[config.mk]
export PLATFORM = sky130hd
export DESIGN_NAME = zt_sram_core
export DESIGN_NICKNAME = d
export VERILOG_FILES = /design/src/rtl/zt_sram_pkg.sv /design/src/rtl/zt_sram_lane.sv /design/src/rtl/zt_sram_doze.sv /design/src/rtl/zt_sram_core.sv
export SDC_FILE = /design/constraint.sdc
export NUM_CORES = 2
export LEC_CHECK = 0
export ABC_AREA = 1
export BUFFER_PORTS_ARGS = -buffer_cell sky130_fd_sc_hd__buf_2
export CORE_MARGIN = 1
export CORE_UTILIZATION = 55
export DETAILED_ROUTE_END_ITERATION = 8
export PLACE_DENSITY = 0.8
export SYNTH_ARGS = -nofsm -noshare
export SYNTH_HDL_FRONTEND = slang
export SYNTH_SLANG_ARGS = --single-unit
[constraint.sdc]
create_clock -name clk -period 2.75 [get_ports clk]
set_clock_uncertainty 0.1 [all_clocks]
set_input_delay 0.55 -clock clk [delete_from_list [all_inputs] [get_ports clk]]
set_output_delay 0.55 -clock clk [all_outputs]
set_load 0.02 [all_outputs]
[src/rtl/zt_sram_pkg.sv]
package zt_sram_pkg;

    localparam int ZT_ADDR_W = 6;
    localparam int ZT_LANES  = 4;
    localparam int ZT_LANE_W = 8;

    typedef enum logic [1:0] {
        OP_IDLE  = 2'd0,
        OP_READ  = 2'd1,
        OP_WRITE = 2'd2
    } op_e;

endpackage

[src/rtl/zt_sram_lane.sv]
module zt_sram_lane #(
    parameter int ADDR_W = 6,
    parameter int LANE_W = 8
) (
    input  logic              clk,
    input  logic              wr_en,
    input  logic [ADDR_W-1:0] wr_addr,
    input  logic [LANE_W-1:0] wr_data,
    input  logic [ADDR_W-1:0] rd_addr,
    output logic [LANE_W-1:0] rd_data
);
    localparam int DEPTH = 1 << ADDR_W;

    logic [LANE_W-1:0] cells [DEPTH];

    always_ff @(posedge clk) begin
        if (wr_en) cells[wr_addr] <= wr_data;
    end

    assign rd_data = cells[rd_addr];
endmodule

[src/rtl/zt_sram_doze.sv]
module zt_sram_doze (
    input  logic clk,
    input  logic rst_n,
    input  logic sleep,
    output logic asleep
);
    typedef struct packed {
        logic [1:0] sh;
        logic [1:0] live;
    } doze_t;

    doze_t doze_d, doze_q;

    always_comb begin
        doze_d      = doze_q;
        doze_d.sh   = {doze_q.sh[0], sleep};
        doze_d.live = (doze_q.live == 2'd2) ? doze_q.live : doze_q.live + 2'd1;
    end

    always_ff @(posedge clk or negedge rst_n) begin
        if (!rst_n) doze_q <= '0;
        else        doze_q <= doze_d;
    end

    assign asleep = doze_q.sh[1];

    assert_enter_sleep_R7: assert property (@(posedge clk) disable iff (!rst_n)
        (doze_q.live == 2'd2) && $past(sleep, 2) |-> asleep);
    assert_wake_R8: assert property (@(posedge clk) disable iff (!rst_n)
        (doze_q.live == 2'd2) && !$past(sleep, 2) |-> !asleep);
endmodule

[src/rtl/zt_sram_core.sv]
module zt_sram_core
    import zt_sram_pkg::*;
#(
    parameter int ADDR_W = ZT_ADDR_W,
    parameter int LANES  = ZT_LANES,
    parameter int LANE_W = ZT_LANE_W
) (
    input  logic                    clk,
    input  logic                    rst_n,
    input  logic                    cke_n,
    input  logic                    cs_n,
    input  logic                    we_n,
    input  logic [LANES-1:0]        bw_n,
    input  logic [ADDR_W-1:0]       addr,
    input  logic [LANES*LANE_W-1:0] wdata,
    input  logic                    oe_n,
    input  logic                    sleep,
    output logic [LANES*LANE_W-1:0] dq_o,
    output logic                    dq_oe
);
    localparam int DATA_W = LANES * LANE_W;

    typedef struct packed {
        op_e               op;
        logic [ADDR_W-1:0] addr;
        logic [LANES-1:0]  bw;
    } stage_t;

    typedef struct packed {
        stage_t            s1;
        stage_t            s2;
        logic [DATA_W-1:0] dout;
        logic              rvld;
    } core_t;

    core_t core_d, core_q;

    logic              adv;
    logic              asleep;
    logic              fwd_hit;
    logic [LANES-1:0]  lane_we;
    logic [DATA_W-1:0] arr_rd;
    logic [DATA_W-1:0] merged;

    assign adv     = !cke_n;
    assign fwd_hit = (core_q.s2.op == OP_WRITE) && (core_q.s2.addr == core_q.s1.addr);

    zt_sram_doze u_doze (
        .clk    (clk),
        .rst_n  (rst_n),
        .sleep  (sleep),
        .asleep (asleep)
    );

    for (genvar i = 0; i < LANES; i++) begin : g_lane
        zt_sram_lane #(.ADDR_W(ADDR_W), .LANE_W(LANE_W)) u_lane (
            .clk     (clk),
            .wr_en   (lane_we[i]),
            .wr_addr (core_q.s2.addr),
            .wr_data (wdata[i*LANE_W +: LANE_W]),
            .rd_addr (core_q.s1.addr),
            .rd_data (arr_rd[i*LANE_W +: LANE_W])
        );
        assign lane_we[i] = adv && (core_q.s2.op == OP_WRITE) && core_q.s2.bw[i];
        assign merged[i*LANE_W +: LANE_W] = (fwd_hit && core_q.s2.bw[i])
                                          ? wdata[i*LANE_W +: LANE_W]
                                          : arr_rd[i*LANE_W +: LANE_W];
    end

    always_comb begin
        core_d = core_q;
        if (adv) begin
            core_d.s2      = core_q.s1;
            core_d.s1.addr = addr;
            core_d.s1.bw   = ~bw_n;
            if (!cs_n && !asleep) core_d.s1.op = we_n ? OP_READ : OP_WRITE;
            else                  core_d.s1.op = OP_IDLE;
            core_d.rvld = (core_q.s1.op == OP_READ);
            if (core_q.s1.op == OP_READ) core_d.dout = merged;
        end
    end

    always_ff @(posedge clk or negedge rst_n) begin
        if (!rst_n) core_q <= '0;
        else        core_q <= core_d;
    end

    assign dq_o  = core_q.dout;
    assign dq_oe = core_q.rvld && !oe_n && !asleep;

    assert_stall_hold_R5: assert property (@(posedge clk) disable iff (!rst_n)
        cke_n |=> $stable(core_q));
    assert_deselect_quiet_R9: assert property (@(posedge clk) disable iff (!rst_n)
        adv && (core_q.s1.op != OP_READ) |=> !dq_oe);
    assert_forward_full_R10: assert property (@(posedge clk) disable iff (!rst_n)
        adv && (core_q.s1.op == OP_READ) && fwd_hit && (core_q.s2.bw == '1)
        |=> dq_o == $past(wdata));
    assert_array_read_R2: assert property (@(posedge clk) disable iff (!rst_n)
        adv && (core_q.s1.op == OP_READ) && (core_q.s2.op != OP_WRITE)
        |=> dq_o == $past(arr_rd));
endmodule

=== Word level (Yosys, flattened, before mapping) ===
Memory sizes are Yosys's and may differ from the RTL's. A register that Yosys moved wholly into a read port is not among the register bits.
Cells that the tools add are included.

* Memory bits (writable): 2048
* Register bits after elaboration: 27
* Word-level logic and storage cells: 43
* Output and inout port bits: 33
* Input bits: 49
* Memories: 4

{| class="wikitable"
|+ Memories
! name !! depth !! bits a word !! read ports !! clocked after memory_dff !! wr ports !! RTL line !! RTL
|-
| g_lane[0].u_lane.cells || 64 || 8 || 1 || 1 || 1 || zt_sram_lane.sv:14 || <nowiki>logic [LANE_W-1:0] cells [DEPTH];</nowiki>
|-
| g_lane[1].u_lane.cells || 64 || 8 || 1 || 1 || 1 || zt_sram_lane.sv:14 ||
|-
| g_lane[2].u_lane.cells || 64 || 8 || 1 || 1 || 1 || zt_sram_lane.sv:14 ||
|-
| g_lane[3].u_lane.cells || 64 || 8 || 1 || 1 || 1 || zt_sram_lane.sv:14 ||
|}

* Bitwise gates (word level): 2
* Equality and inequality tests: 2
* Reductions and logical operators: 17
* Multiplexer cells: 10

{| class="wikitable"
|+ Operator list
! cell !! count
|-
| $logic_and A1 B1 Y1 || 8
|-
| $logic_not A1 Y1 || 8
|-
| $mux W1 || 8
|-
| $mux W2 || 2
|-
| $not A4 Y4 || 1
|-
| $eq A2 B1 Y1 const B || 1
|-
| $eq A2 B2 Y1 const B || 1
|-
| $reduce_and A2 Y1 || 1
|-
| $not A1 Y1 || 1
|}

=== Logic depth before layout (Yosys ltp) ===
* Depth in word-level cells: 5
* Gate-level depth with buffers: 15
* Gate-level depth less buffers: 11

=== Modules after synthesis ===
From an unflattened synthesis, not the netlist that was laid out.

* Cells, all modules: 7638
* Area, all modules: 88014.4 um^2

{| class="wikitable"
|+ By module, submodules not included
! module !! area an instance (um^2) !! times used !! cells an instance !! sequential area each (um^2)
|-
| zt_sram_lane || 21179.1 || 4 || 1797 || 15374.7
|-
| zt_sram_core || 3248.1 || 1 || 448 || 1426.4
|-
| zt_sram_doze || 50.0 || 1 || 2 || 50.0
|}

=== Worst setup path after synthesis ===
Ideal clock, no wire load.

* Path type: input to register
* Start: input port cke_n
* End: memory g_lane[0].u_lane.cells[10][0] (enable)
* Required time: 2280 ps
* Stages on the path: 6
* Path buffers: 1
* Setup time: 370 ps
* Data arrival time: 1655 ps
* Setup slack: 625 ps
* Cells stage by stage: inv_1 -> nand3_1 -> inv_2 -> nand2_1 -> clkbuf_1 -> nor2_1

* Longest elaborated chain between the ends: 5

{| class="wikitable"
|+ RTL lines
! element !! RTL line !! RTL
|-
| from (decl) || zt_sram_core.sv:10 || <nowiki>input logic cke_n,</nowiki>
|-
| $logic_not A1 Y1 || zt_sram_core.sv:45 || <nowiki>assign adv = !cke_n;</nowiki>
|-
| $logic_and A1 B1 Y1 (2 in a row) || zt_sram_core.sv:64 || <nowiki>assign lane_we[i] = adv && (core_q.s2.op == OP_WRITE) && core_q.s2.bw[i];</nowiki>
|-
| $mux W1 || zt_sram_lane.sv:17 || <nowiki>if (wr_en) cells[wr_addr] <= wr_data;</nowiki>
|-
| $mux W1 (implied by the code) || zt_sram_lane.sv:17 ||
|-
| to (decl) || zt_sram_lane.sv:14 ||
|}

No other way between the ends.

=== Final worst setup path ===
* Start: register core_q[37] in the netlist's numbering
* End: memory g_lane[0].u_lane.cells[59][7] (enable)

{| class="wikitable"
|+ RTL lines
! element !! RTL line !! RTL
|-
| from (decl) || zt_sram_core.sv:36 || <nowiki>core_t core_d, core_q;</nowiki>
|-
| from (signal assigned) || zt_sram_core.sv:85 || <nowiki>else core_q <= core_d;</nowiki>
|}

No word-level cell before the write port.

==> qor.yml <==
outcome:
  status: "finished, violations left"
  failed_checks: "DRC"
sta:
  maxSlewViolCount: 0
  fmax_mhz: 367
  hold_violations: 0
  fin_tns_setup_ns: 0
  min_period_ns: 2.73
  timing.final.ws_setup_ns: 0.0233
  rsz0062_at_grt: "false"
  setup-violations-final: 0
  relSlewSlack_pct: 20.7
  fin_crit_sh_pct: 99.2
  worstMarginPinSlew_ns: 1.19
floorplan:
  core_area_sq_mm: 0.154
  fp.dieArea_sq_mm: 0.158
  start_util_pct: 55.6
  die_y_um: 397
  fp.dieW_um: 397
  rows: 144
  io_pins: 82
critical_path:
  r2r-end: "g_lane[0].u_lane.cells[59][7]"
  worstSetupStartpointType: "register"
  reg2reg_slack_ns: 0.02
  r2r_cells: 6
  path_class: "reg2reg"
  path_buf_inv: 3
  crit_chain: "inv_1, nor3_1, buf_4, nand2_1, nor2_1, buf_4"
  crit_path_max_incr_delay_ns: 0.60
  cp.arrival_ns: 3.18
  crit_path_end_kind: "register"
  critPathMostFrequentCell: "buf_4"
  r2r_start: "core_q[37]"
  crit_fanout: 8
  path_delay_family: "simple AND/OR/NAND/NOR gates"
  cp_slowest_cell: "nand2_1"
  critPathRequiredTime_ns: 3.21
synth:
  synth_area_sq_mm: 0.0858
  syn_inst: 7422
  yosys_warnings: 0
  synthesis.nets: 7471
  synth.yosys.seq_area_share_pct: 73.4
  synth-seq-cells: 2107
  synth_cell_type_count: 19
  avgSynthCellArea_sq_um: 11.6
global_routing:
  overflow: 0
  antenna_found_initial: 26
  grt_max_degree: 147
  grtUsageTotal_pct: 31.4
  grt_pass1_vias: 58900
  grt_first_pass_wirelength_um: 366000
drt:
  drc: 6
  vias: 61100
  postRouteWirelength_um: 249000
  postRouteAntennaNets: 0
  drt-vias-per-instance: 6.17
  drt_iter0_drc: 9427
  firstDrtPassIters: 9
  wl_per_cell_um: 25.2
placement:
  dpl.hpwl_um: 150000
  pre_cts_slack_ns: 0.163
  io_buffers: 81
  gp_congestion: 0.925
cts:
  cts.path.max_buffers: 3
  ctsRootBufferMaster: "clkbuf_16"
  htreeDepth: 4
  clk_latency_ns: 0.86
  postCtsSetupBuffers: 0
  cts_tree: "yes"
  numCtsBuffers: 196
  path_clk_slew_ns: 0.07
  cts.sinks: 2107
layout:
  drive_above_1_share_pct: 11.1
  post-route-util_pct: 63.2
  final_cell_mix: "nand2_1 (2,524), edfxtp_1 (2,048), nand3_1 (1,882), buf_4 (389), nor2_1 (258)"
  layout_commonest_cell: "nand2_1"
  nets: 7717
  synthToLayoutAreaGrowth_pct: 13.7
hold_path:
  worstHoldStart: "wdata[0]"
  hold_path_class: "in2reg"
  worstHoldPathCells: 1
  whs_endpoint: "g_lane[0].u_lane.cells[57][0]"
flow_run:
  timing.max_cap.violations: 0
pwr:
  p_per_area_mw_per_mm2: 717
  p_leak_nw: 35.7
  ir_drop_v: 0.000734
## power by group
| part | switching (W) | total, W | internal, W |
|---|---|---|---|
| Combinational | 0.00510 | 0.00708 | 0.00198 |
| Sequential | 0.000519 | 0.0359 | 0.0354 |
| Clock | 0.0119 | 0.0270 | 0.0151 |
| Total | 0.0176 | 0.0700 | 0.0525 |
## metrics by stage
stage               cell area, sq um  std cells  total power, W  hold slack, ns
global placement               91000       9496          0.0432           0.231
global route                   97600       9890          0.0717          0.0528
CTS                            97600       9883          0.0699         0.00835
detailed placement             91000       9496          0.0434           0.245
floorplan                      85800       7422          0.0405           0.154
finish                         97600       9900          0.0700          0.0511
## cells by family (layout without fill, tap and decap cells)
logic type      count (synthesis)  count (layout)  share of synthesized area [%]
buf+inv                       568             985                           2.97
other cells                     0              17                              0
simple gates                 4695            4695                           23.4
compound gates                 52              52                          0.303
flops                        2107            2107                           73.4
## synthesized netlist by cell type, drive strengths merged
master     n  share of area [%]
nor2     259                1.1
inv       50               0.22
nand4      3              0.022
dfrtp     59                1.7
clkbuf   213               0.93
edfxtp  2048                 72
buf      305                1.8
nand3   1886                 11
nand2   2529                 11
nor3      18               0.12
o21ai     52               0.30
## how the worst max path moves through the flow
stage,slack [ns],from,depth (start not counted),to
final,0.02,core_q[37],6,g_lane[0].u_lane.cells[59][7]
after global routing,0.04,core_q[49],13,dq_o[29]
after CTS,0.15,core_q[37],6,g_lane[0].u_lane.cells[59][0]
after detailed placement,0.16,core_q[37],6,g_lane[0].u_lane.cells[59][1]
after global placement,0.14,core_q[37],6,g_lane[0].u_lane.cells[59][3]
after floorplan,0.62,cke_n,6,g_lane[0].u_lane.cells[10][0]
## area by class of cell
type / count / area, sq um
timing repair buffer: 566 / 5070
fill: 10700 / 56800
sequential: 2107 / 63000
inverter: 50 / 221
tap: 2044 / 2560
clock inverter: 91 / 861
multi-input combinational: 4747 / 20300
antenna: 17 / 42.5
clock buffer: 278 / 5560
## layer usage
metal / track usage (%) / wire, um / vias to the layer above / share of wire (%)
met4: 20.9 / 18000 / 22 / 7.2
met2: 48.2 / 115000 / 4423 / 46
li1: - / - / 26500 / -
met3: 8.40 / 31100 / 883 / 12
met1: 39.3 / 85200 / 29300 / 34
met5: 0.151 / 133 / - / 0.053
## state kept, by name, indices dropped and copies added (netlist names)
register             flops
dq_o                    32
g_lane.u_lane.cells   2048
core_q                  25
u_doze.doze_d            1
u_doze.asleep            1
## timing repair
action,in CTS,in global routing
endpoints found under the hold margin,55,0
hold buffers,18,0
setup endpoints to repair,0,8
resized for setup,0,1
Note: power is estimated with default switching activity, not from simulation.
